===== config.mk =====
export PLATFORM = sky130hd
export DESIGN_NAME = spi_ctrl
export DESIGN_NICKNAME = d
export VERILOG_FILES = /design/src/rtl/spi_ctrl_pkg.sv /design/src/rtl/spi_sync.sv /design/src/rtl/spi_sckgen.sv /design/src/rtl/spi_shift.sv /design/src/rtl/spi_ctrl.sv
export SDC_FILE = /design/constraint.sdc
export NUM_CORES = 1
export LEC_CHECK = 0
export BUFFER_PORTS_ARGS = -buffer_cell sky130_fd_sc_hd__buf_4
export CAP_MARGIN = 20
export CORE_MARGIN = 2
export CORE_UTILIZATION = 23
export CTS_BUF_LIST = sky130_fd_sc_hd__clkbuf_2
export DETAILED_ROUTE_END_ITERATION = 12
export MAX_ROUTING_LAYER = met4
export SLEW_MARGIN = 10
export SYNTH_ARGS = -nofsm -noshare
export SYNTH_HDL_FRONTEND = slang
export SYNTH_SLANG_ARGS = --single-unit

===== constraint.sdc =====
create_clock -name clk -period 3.9 [get_ports clk]
set_clock_uncertainty 0.15 [all_clocks]
set_input_delay 0.195 -clock clk [delete_from_list [all_inputs] [get_ports clk]]
set_output_delay 0.195 -clock clk [all_outputs]
set_load 0.005 [all_outputs]

===== src/rtl/spi_ctrl_pkg.sv =====
package spi_ctrl_pkg;

  localparam int DIV_W  = 8;
  localparam int HALF_W = DIV_W - 1;

  localparam logic [1:0] ADDR_CFG  = 2'd0;
  localparam logic [1:0] ADDR_STAT = 2'd1;
  localparam logic [1:0] ADDR_DATA = 2'd2;

  // configuration word, bit 0 at the bottom
  typedef struct packed {
    logic       dbl;        // bit 6
    logic [1:0] rate;       // bits 5:4
    logic       cpha;       // bit 3
    logic       cpol;       // bit 2
    logic       master;     // bit 1
    logic       lsb_first;  // bit 0
  } spi_cfg_t;

  localparam int CFG_W = $bits(spi_cfg_t);

  // full SCK period in system clocks
  function automatic logic [DIV_W-1:0] sck_period(input logic [1:0] rate, input logic dbl);
    logic [DIV_W-1:0] base;
    case (rate)
      2'd0:    base = DIV_W'(4);
      2'd1:    base = DIV_W'(16);
      2'd2:    base = DIV_W'(64);
      default: base = DIV_W'(128);
    endcase
    return dbl ? (base >> 1) : base;
  endfunction

  function automatic logic [HALF_W-1:0] sck_half(input logic [1:0] rate, input logic dbl);
    logic [DIV_W-1:0] p;
    p = sck_period(rate, dbl);
    return p[DIV_W-1:1];
  endfunction

endpackage


===== src/rtl/spi_sync.sv =====
module spi_sync #(
  parameter int          W       = 1,
  parameter logic [W-1:0] RST_VAL = '1
) (
  input  logic         clk,
  input  logic         rst_n,
  input  logic [W-1:0] d,
  output logic [W-1:0] q
);
  logic [W-1:0] stage1;

  always_ff @(posedge clk or negedge rst_n) begin
    if (!rst_n) begin
      stage1 <= RST_VAL;
      q      <= RST_VAL;
    end else begin
      stage1 <= d;
      q      <= stage1;
    end
  end
endmodule


===== src/rtl/spi_sckgen.sv =====
module spi_sckgen #(
  parameter int HW    = 7,
  parameter int NEDGE = 16,
  localparam int EW   = $clog2(NEDGE)
) (
  input  logic          clk,
  input  logic          rst_n,
  input  logic          start,
  input  logic          abort,
  input  logic          cpol,
  input  logic [HW-1:0] half_len,
  output logic          sck,
  output logic          busy,
  output logic          tick,
  output logic          lead,
  output logic          trail
);
  logic [HW-1:0] hcnt;
  logic [EW-1:0] ecnt;

  assign tick  = busy && (hcnt == half_len - HW'(1));
  assign lead  = tick && !ecnt[0];
  assign trail = tick &&  ecnt[0];

  always_ff @(posedge clk or negedge rst_n) begin
    if (!rst_n) begin
      busy <= 1'b0;
      hcnt <= '0;
      ecnt <= '0;
      sck  <= 1'b0;
    end else if (abort) begin
      busy <= 1'b0;
      hcnt <= '0;
      sck  <= cpol;
    end else if (start) begin
      busy <= 1'b1;
      hcnt <= '0;
      ecnt <= '0;
      sck  <= cpol;
    end else if (busy) begin
      if (tick) begin
        hcnt <= '0;
        sck  <= ~sck;
        ecnt <= ecnt + EW'(1);
        if (ecnt == EW'(NEDGE - 1)) busy <= 1'b0;
      end else begin
        hcnt <= hcnt + HW'(1);
      end
    end else begin
      sck <= cpol;
    end
  end
endmodule


===== src/rtl/spi_shift.sv =====
module spi_shift #(
  parameter int  DW = 8,
  localparam int CW = $clog2(DW + 1)
) (
  input  logic          clk,
  input  logic          rst_n,
  input  logic          load,
  input  logic [DW-1:0] load_data,
  input  logic          clr,
  input  logic          lead,
  input  logic          trail,
  input  logic          cpha,
  input  logic          lsb_first,
  input  logic          in_bit,
  output logic          out_bit,
  output logic [DW-1:0] data,
  output logic          xfer_done
);
  logic [CW-1:0] cnt;
  logic          held;
  logic          sample_evt, setup_evt, mid_byte;

  function automatic logic [DW-1:0] shifted(input logic [DW-1:0] d, input logic b, input logic lsb);
    return lsb ? {b, d[DW-1:1]} : {d[DW-2:0], b};
  endfunction

  assign sample_evt = cpha ? trail : lead;
  assign setup_evt  = cpha ? lead  : trail;
  assign mid_byte   = (cnt != '0) && (cnt < CW'(DW));
  assign xfer_done  = sample_evt && (cnt == CW'(DW - 1));
  assign out_bit    = lsb_first ? data[0] : data[DW-1];

  always_ff @(posedge clk or negedge rst_n) begin
    if (!rst_n) begin
      data <= '0;
      cnt  <= '0;
      held <= 1'b0;
    end else if (load) begin
      data <= load_data;
      cnt  <= '0;
    end else if (clr) begin
      cnt  <= '0;
    end else if (sample_evt) begin
      if (cnt == CW'(DW - 1)) begin
        data <= shifted(data, in_bit, lsb_first);
        cnt  <= CW'(DW);
      end else begin
        held <= in_bit;
        cnt  <= (cnt == CW'(DW)) ? CW'(1) : cnt + CW'(1);
      end
    end else if (setup_evt && mid_byte) begin
      data <= shifted(data, held, lsb_first);
    end
  end
endmodule


===== src/rtl/spi_ctrl.sv =====
module spi_ctrl
  import spi_ctrl_pkg::*;
#(
  parameter int DW = 8
) (
  input  logic          clk,
  input  logic          rst_n,
  input  logic [1:0]    reg_addr,
  input  logic          wr_en,
  input  logic          rd_en,
  input  logic [DW-1:0] wr_data,
  output logic [DW-1:0] rd_data,
  output logic          sck_out,
  input  logic          sck_in,
  input  logic          ss_n_in,
  output logic          mosi_out,
  input  logic          mosi_in,
  output logic          miso_out,
  output logic          miso_oe,
  input  logic          miso_in
);
  spi_cfg_t cfg;
  logic     done_flag, wcol_flag, clr_armed;

  // synchronised pins
  logic sck_s, ss_s, mosi_s, sck_prev, ss_prev;
  spi_sync #(.W(3), .RST_VAL(3'b111)) u_sync (
    .clk(clk), .rst_n(rst_n),
    .d({sck_in, ss_n_in, mosi_in}),
    .q({sck_s, ss_s, mosi_s})
  );

  always_ff @(posedge clk or negedge rst_n) begin
    if (!rst_n) begin
      sck_prev <= 1'b1;
      ss_prev  <= 1'b1;
    end else begin
      sck_prev <= sck_s;
      ss_prev  <= ss_s;
    end
  end

  // named events
  logic is_master, slave_sel, ss_fall, s_edge, s_lead, s_trail, fault_evt;
  logic wr_cfg, wr_dat, rd_stat, rd_dat, clr_now;
  logic m_start, wcol_evt, m_sck, m_busy, m_tick, m_lead, m_trail;
  logic xfer_done, out_bit, sh_load, sh_clr;
  logic [DW-1:0]     sh_data;
  logic [HALF_W-1:0] half_len;

  assign is_master = cfg.master;
  assign slave_sel = !is_master && !ss_s;
  assign ss_fall   = ss_prev && !ss_s;
  assign s_edge    = slave_sel && (sck_s != sck_prev);
  assign s_lead    = s_edge && (sck_s != cfg.cpol);
  assign s_trail   = s_edge && (sck_s == cfg.cpol);
  assign fault_evt = is_master && !ss_s;

  assign wr_cfg  = wr_en && (reg_addr == ADDR_CFG);
  assign wr_dat  = wr_en && (reg_addr == ADDR_DATA);
  assign rd_stat = rd_en && (reg_addr == ADDR_STAT);
  assign rd_dat  = rd_en && (reg_addr == ADDR_DATA);
  assign clr_now = clr_armed && (wr_dat || rd_dat);

  assign m_start  = wr_dat && is_master && !m_busy && !fault_evt;
  assign wcol_evt = wr_dat && is_master && m_busy;
  assign half_len = sck_half(cfg.rate, cfg.dbl);
  assign sh_load  = wr_dat && !(is_master && m_busy);
  assign sh_clr   = !is_master && (ss_s || ss_fall);

  spi_sckgen #(.HW(HALF_W), .NEDGE(2 * DW)) u_sckgen (
    .clk(clk), .rst_n(rst_n),
    .start(m_start), .abort(fault_evt),
    .cpol(cfg.cpol), .half_len(half_len),
    .sck(m_sck), .busy(m_busy), .tick(m_tick),
    .lead(m_lead), .trail(m_trail)
  );

  spi_shift #(.DW(DW)) u_shift (
    .clk(clk), .rst_n(rst_n),
    .load(sh_load), .load_data(wr_data), .clr(sh_clr),
    .lead(is_master ? m_lead : s_lead),
    .trail(is_master ? m_trail : s_trail),
    .cpha(cfg.cpha), .lsb_first(cfg.lsb_first),
    .in_bit(is_master ? miso_in : mosi_s),
    .out_bit(out_bit), .data(sh_data), .xfer_done(xfer_done)
  );

  always_ff @(posedge clk or negedge rst_n) begin
    if (!rst_n) begin
      cfg       <= '0;
      done_flag <= 1'b0;
      wcol_flag <= 1'b0;
      clr_armed <= 1'b0;
    end else begin
      if (wr_cfg)         cfg        <= spi_cfg_t'(wr_data[CFG_W-1:0]);
      else if (fault_evt) cfg.master <= 1'b0;

      if (xfer_done || fault_evt) done_flag <= 1'b1;
      else if (clr_now)           done_flag <= 1'b0;

      if (wcol_evt)     wcol_flag <= 1'b1;
      else if (clr_now) wcol_flag <= 1'b0;

      if (rd_stat && (done_flag || wcol_flag)) clr_armed <= 1'b1;
      else if (clr_now)                       clr_armed <= 1'b0;
    end
  end

  always_comb begin
    case (reg_addr)
      ADDR_CFG:  rd_data = DW'(cfg);
      ADDR_STAT: rd_data = {done_flag, wcol_flag, (DW - 2)'(0)};
      ADDR_DATA: rd_data = sh_data;
      default:   rd_data = '0;
    endcase
  end

  assign sck_out  = is_master ? m_sck : cfg.cpol;
  assign mosi_out = is_master && out_bit;
  assign miso_out = out_bit;
  assign miso_oe  = slave_sel;

endmodule


# ---- After elaboration in Yosys (flattened, before gate mapping)
# Cells that the tools add are included.
dict set report classes {
  n_addsub 4
  magnitude_cmp 1
  eq_ne 14
  mux 44
  bitwise 5
  reduce_logical 51
}
# operator n
set ops {}
lappend ops {{$mux 8} 8}
lappend ops {{$pmux 8 s3} 2}
lappend ops {{$mux 4} 8}
lappend ops {{$mux 7} 4}
lappend ops {{$logic_and 1x1->1} 26}
lappend ops {{$mux 1} 22}
lappend ops {{$reduce_bool 2->1} 6}
lappend ops {{$reduce_bool 3->1} 3}
lappend ops {{$add 4x1->4 const B} 2}
lappend ops {{$eq 4x4->1 const B} 2}
lappend ops {{$add 7x1->7 const B} 1}
lappend ops {{$eq 7x7->1} 1}
lappend ops {{$sub 7x1->7 const B} 1}
lappend ops {{$logic_not 1->1} 6}
lappend ops {{$reduce_and 3->1} 2}
lappend ops {{$not 1->1} 5}
lappend ops {{$eq 2x1->1 const B} 2}
lappend ops {{$eq 2x2->1 const B} 2}
lappend ops {{$eq 4x3->1 const B} 1}
lappend ops {{$logic_not 2->1} 2}
lappend ops {{$logic_or 1x1->1} 4}
lappend ops {{$lt 4x4->1 const B} 1}
lappend ops {{$ne 4x4->1 const B} 1}
lappend ops {{$reduce_and 4->1} 1}
lappend ops {{5 further kinds} 6}
dict set report totals {
  register_bits 44
  input_bits 18
  output_inout_bits 12
}

# ---- Logic depth before layout (Yosys ltp)
dict set report depth {
  word_depth 14
  ltp_mapped 14
}

# ---- By module
# A second synthesis with hierarchy kept.
dict set report hier_totals {
  hier_cells 290
  area_unflattened_um2 2821.5
}
# module instances cells_per_inst area_each_um2
set by_module_without_submodules {}
lappend by_module_without_submodules {spi_sckgen 1 119 1047.3}
lappend by_module_without_submodules {spi_shift 1 86 862.1}
lappend by_module_without_submodules {spi_ctrl 1 79 754.5}
lappend by_module_without_submodules {spi_sync 1 6 157.7}

# ---- Worst setup path after synthesis
# OpenSTA, ideal clock, no wires.
dict set report synth_path {
  path_kind {register to register}
  startpoint {reg cfg[5] (netlist bit)}
  endpoint {reg u_shift.held}
  setup_time_ns 0.128
  arrival_ns 2.877
  required_ns 3.622
  slack_ns 0.746
  path_stages_with_launch 11
  path_buffers 1
  period_less_slack_ns 3.154
  cell_sequence {dfrtp_1 buf_4 or3_2 ha_1 xnor2_1 or2_2 nand4bb_1 a211oi_2 nor2_2 nor3b_1 mux2_1}
}
dict set report synth_via {
  elab_chain_len 10
  word_cells_on_any_way 14
  classes_between {add/sub (1); eq/ne (3); mux (5); reduce/logical (5)}
}
# element line_no
set synth_rtl {}
lappend synth_rtl {{from (decl)} spi_ctrl.sv:22} ;# spi_cfg_t cfg;
lappend synth_rtl {{from (signal assigned)} spi_ctrl.sv:96} ;# if (wr_cfg) cfg <= spi_cfg_t'(wr_data[CFG_W-1:0]);
lappend synth_rtl {{$eq 2x2->1, or another cell as far along} spi_ctrl_pkg.sv:25} ;# case (rate)
lappend synth_rtl {{$pmux 8 s3 (*)} spi_ctrl_pkg.sv:25}
lappend synth_rtl {{$mux 8 (*)} spi_ctrl_pkg.sv:31} ;# return dbl ? (base >> 1) : base;
lappend synth_rtl {{$sub 7x1->7 (*)} spi_sckgen.sv:21} ;# assign tick = busy && (hcnt == half_len - HW'(1));
lappend synth_rtl {{$eq 7x7->1 (*)} spi_sckgen.sv:21}
lappend synth_rtl {{$logic_and 1x1->1 (*)} spi_sckgen.sv:21}
lappend synth_rtl {{$logic_and 1x1->1, on equally long branches} {spi_sckgen.sv:22, spi_sckgen.sv:23}}
lappend synth_rtl {{$mux 1, on equally long branches} {spi_ctrl.sv:82, spi_ctrl.sv:83}}
lappend synth_rtl {{$mux 1 (*)} spi_shift.sv:27} ;# assign sample_evt = cpha ? trail : lead;
lappend synth_rtl {{$reduce_and 4->1 (no source line) (*)} --}
lappend synth_rtl {{to (signal assigned)} spi_shift.sv:48} ;# held <= in_bit;
lappend synth_rtl {{to (decl)} spi_shift.sv:20} ;# logic held;
# Mark *: on every way between the ends. The rest lies on a longest branch, timed or not.
# A chain may end at the register's enable or synchronous reset.

# ---- Worst setup path after layout
# Ends and elaborated chain as after synthesis.

==> reports/metrics.cfg <==
[power_and_ir_drop]
sw_frac_of_total = 0.399
ir_worst_vdd_uv = 134
p_sw_w = 0.000591
power_frac_seq = 0.486
pwr-share-clk = 0.128
p_comb_frac = 0.385
p_leak_nw = 1.39
powerDensity_mw_per_mm2 = 435
p_int_w = 0.000888

[floorplanning]
die-area_mm2 = 0.0133
dieHeight_um = 115
rows = 40
fp.dieW_um = 115
fp.coreArea_mm2 = 0.0121
initial_core_util = 0.236
io_pins = 30

[setup_path]
crit_family = simple AND/OR/NAND/NOR gates
startpoint = cfg[5]
crit_type = flip-flop to flip-flop
worst_setup_path_end_kind = flip-flop
cp_max_fo = 14
start_kind = flip-flop
cp_data_required_time_ns = 4.07
timing.critical_path.buf_inv = 0
r2r-end = u_shift.held
r2r_start = cfg[5]
r2r_setup_slack_ns = 0.54
worstPathCellList = or3_2, ha_1, xnor2_1, or2_2, nand4bb_1, a211oi_2, nor2_2, nor3b_1, mux2_1
slowest_delay_ns = 0.59
crit_path_top_delay_cell = dfrtp_1
arrival_ns = 3.52
reg2reg_depth = 9

[synth]
synth_cell_type_count = 62
ys_seq_elements = 44
synth_area_mm2 = 0.00285
synth_edf_count = 0
ys.flop_type = dfrtp_1
seq_area_frac_synth = 0.390
synthArstFlopShare = 1.00
synth_area_per_cell_um2 = 9.34
synth_fp_nets = 328
syn_inst = 305
yosysWarnings = 0

[sta]
setup_tns_ns = 0
setup_viol = 0
fin_crit_sh = 0.860
worst_pin_slew_ns = 0.610
fmax_mhz = 298
relSlewSlack = 0.582
hold_violations = 0
rsz0062_at_grt = false
period_needed_ns = 3.36
finalMaxSlewViolations = 0

[layout]
fin_nets = 368
syn_to_final_growth_pct = 19.5
drive_above_1_share = 0.197
utilization = 0.282
diodes = 0

[clock_network]
cts_max_level = 2
post-cts-setup-buffers = 0
cts_tree = yes
cts.sinks = 44
clkSlewWorstSetupHoldPaths_ns = 0.22
clk_latency_ns = 0.40
ctsRootBufferMaster = clkbuf_2
cts_buffer_depth = 2
numCtsBuffers = 5

[drt]
via_per_inst = 4.63
num_vias = 2379
first_iter_violations = 103
routed-wl-met2_mm = 3.34
wl_met1_mm = 3.30
firstDrtPassIters = 4
remaining_drc_errors = 0
wl_mm = 7.08
ant_nets = 0
met3WireLength_um = 363
highest_layer = met4
wire_per_inst_um = 13.8

[run_status]
status = complete, no violations

[worst_hold_path]
hp-class = input pin to async pin

[global_route]
grt_remaining_overflow = 0
grt_max_degree = 45
grt_first_pass_wirelength_mm = 12.0
grt_pass1_vias = 2401
grt_usage = 0.117
grt_antenna_before_repair = 0

[run]
max_cap_viol_count = 0

[placed_design]
finalWeightedCongestion = 0.844
dp_hpwl_mm = 5.27
port_buffers = 29

-- synthesized netlist by cell type (3+ instances only) --
cell type,number,area share
xor2_1,6,0.018
and2_1,4,0.0088
o211ai_1,3,0.0079
o21ai_0,19,0.033
nor3b_1,7,0.018
o221ai_1,5,0.015
buf_6,3,0.012
ha_1,5,0.022
dfrtp_1,36,0.32
clkbuf_1,6,0.0079
a31oi_1,5,0.011
xnor2_1,5,0.015
a21oi_1,8,0.014
dfstp_2,8,0.074
o22ai_1,3,0.0066
inv_1,7,0.0092
nand4bb_1,3,0.012
nand2_1,40,0.053
mux2i_1,17,0.060
nand2b_1,5,0.011
nand3_1,7,0.012
a22o_1,5,0.015
mux2_2,8,0.032
nor2_1,24,0.032
nor2b_1,6,0.013
o21ai_1,13,0.023
-- state kept, by name (all words and copies together) (netlist names), 3 cells and up --
signal,count
cfg,6
u_sckgen.ecnt,4
u_sckgen.hcnt,7
u_shift.cnt,4
u_shift.data,8
u_sync.q,3
u_sync.stage1,3
-- how the worst max path moves through the flow --
stage                           end  slack [ns]  depth (start not counted)
detailed placement  u_shift.data[4]        0.58                          8
finish                 u_shift.held        0.54                          9
CTS                    u_shift.held        0.54                          9
global placement       u_shift.held        0.66                          9
global route        u_shift.data[4]        0.28                          9
floorplan              u_shift.held        0.75                         10
-- kinds of logic after synthesis --
family                     synth area share
AOI/OAI and AO/OA                     0.188
adders and majority gates            0.0220
xor gates and xnor gates             0.0395
and+or+nand+nor                       0.228
DFF                                   0.390
muxes                                0.0953
buffers and inverters                0.0373
-- power by group through the flow --
stage          clock network [W]  logic [W]  registers, W
6_report                0.000190   0.000570      0.000719
3_3_place_gp                   0   0.000535      0.000720
4_1_cts                 0.000200   0.000573      0.000717
2_1_floorplan                  0   0.000470      0.000647
5_1_grt                 0.000220   0.000641      0.000741
3_5_place_dp                   0   0.000554      0.000727
-- per-stage QoR --
step,instances,total power [W],setup slack [ns],cell area [um2],hold WS [ns]
final,514,0.00148,0.545,3400,0.147
after global routing,514,0.00160,0.282,3400,0.141
after CTS,513,0.00149,0.545,3390,0.00609
after detailed placement,490,0.00128,0.579,3200,0.0923
after global placement,490,0.00126,0.656,3200,0.0852
after floorplan,305,0.00112,0.746,2850,-0.251
-- placed cells by master (no fill, tap or decap), types with 3 or more instances in the layout --
master         count
a21oi_1            8
a31oi_1            5
xnor2_1            5
ha_1               5
nor2b_1            6
o221ai_1           5
o211ai_1           3
dfstp_2            8
o22ai_1            3
nand4bb_1          3
a22o_1             5
o21ai_0           19
buf_4             30
dlygate4sd3_1     16
nor2_1            24
mux2i_1           17
inv_1              7
nand2b_1           5
xor2_1             6
nand2_1           40
and2_1             4
clkbuf_2           5
dfrtp_1           36
nor3b_1            7
nand3_1            7
o21ai_1           13
mux2_2             8
-- per-layer routing --
metal,track usage,vias up
met4,0.0273,0
met3,0.0211,7
met1,0.156,1129
li1,-,1183
met2,0.185,60
met5,-,-
-- layout make-up --
cell class | instances | area [um2]
Clock inverter | 3 | 13.8
Fill cell | 1254 | 8660
Multi-Input combinational cell | 241 | 1630
Inverter | 7 | 26.3
Sequential cell | 44 | 1110
Clock buffer | 5 | 25.0
Tap cell | 168 | 210
Timing Repair Buffer | 46 | 385
-- what timing repair did --
action / in CTS / in global routing
gates resized for setup: 0 / 0
hold buffers: 15 / 1
hold endpoints to repair: 64 / 1
-- worst reg2reg max path, cell delays in order, from the launching register on --
cell       delay (ns)
dfrtp_1          0.59
or3_2            0.53
ha_1             0.29
xnor2_1          0.15
or2_2            0.32
nand4bb_1        0.19
a211oi_2         0.30
nor2_2           0.14
nor3b_1          0.28
mux2_1           0.34
No activity file was read; power rests on OpenSTA's default activity.
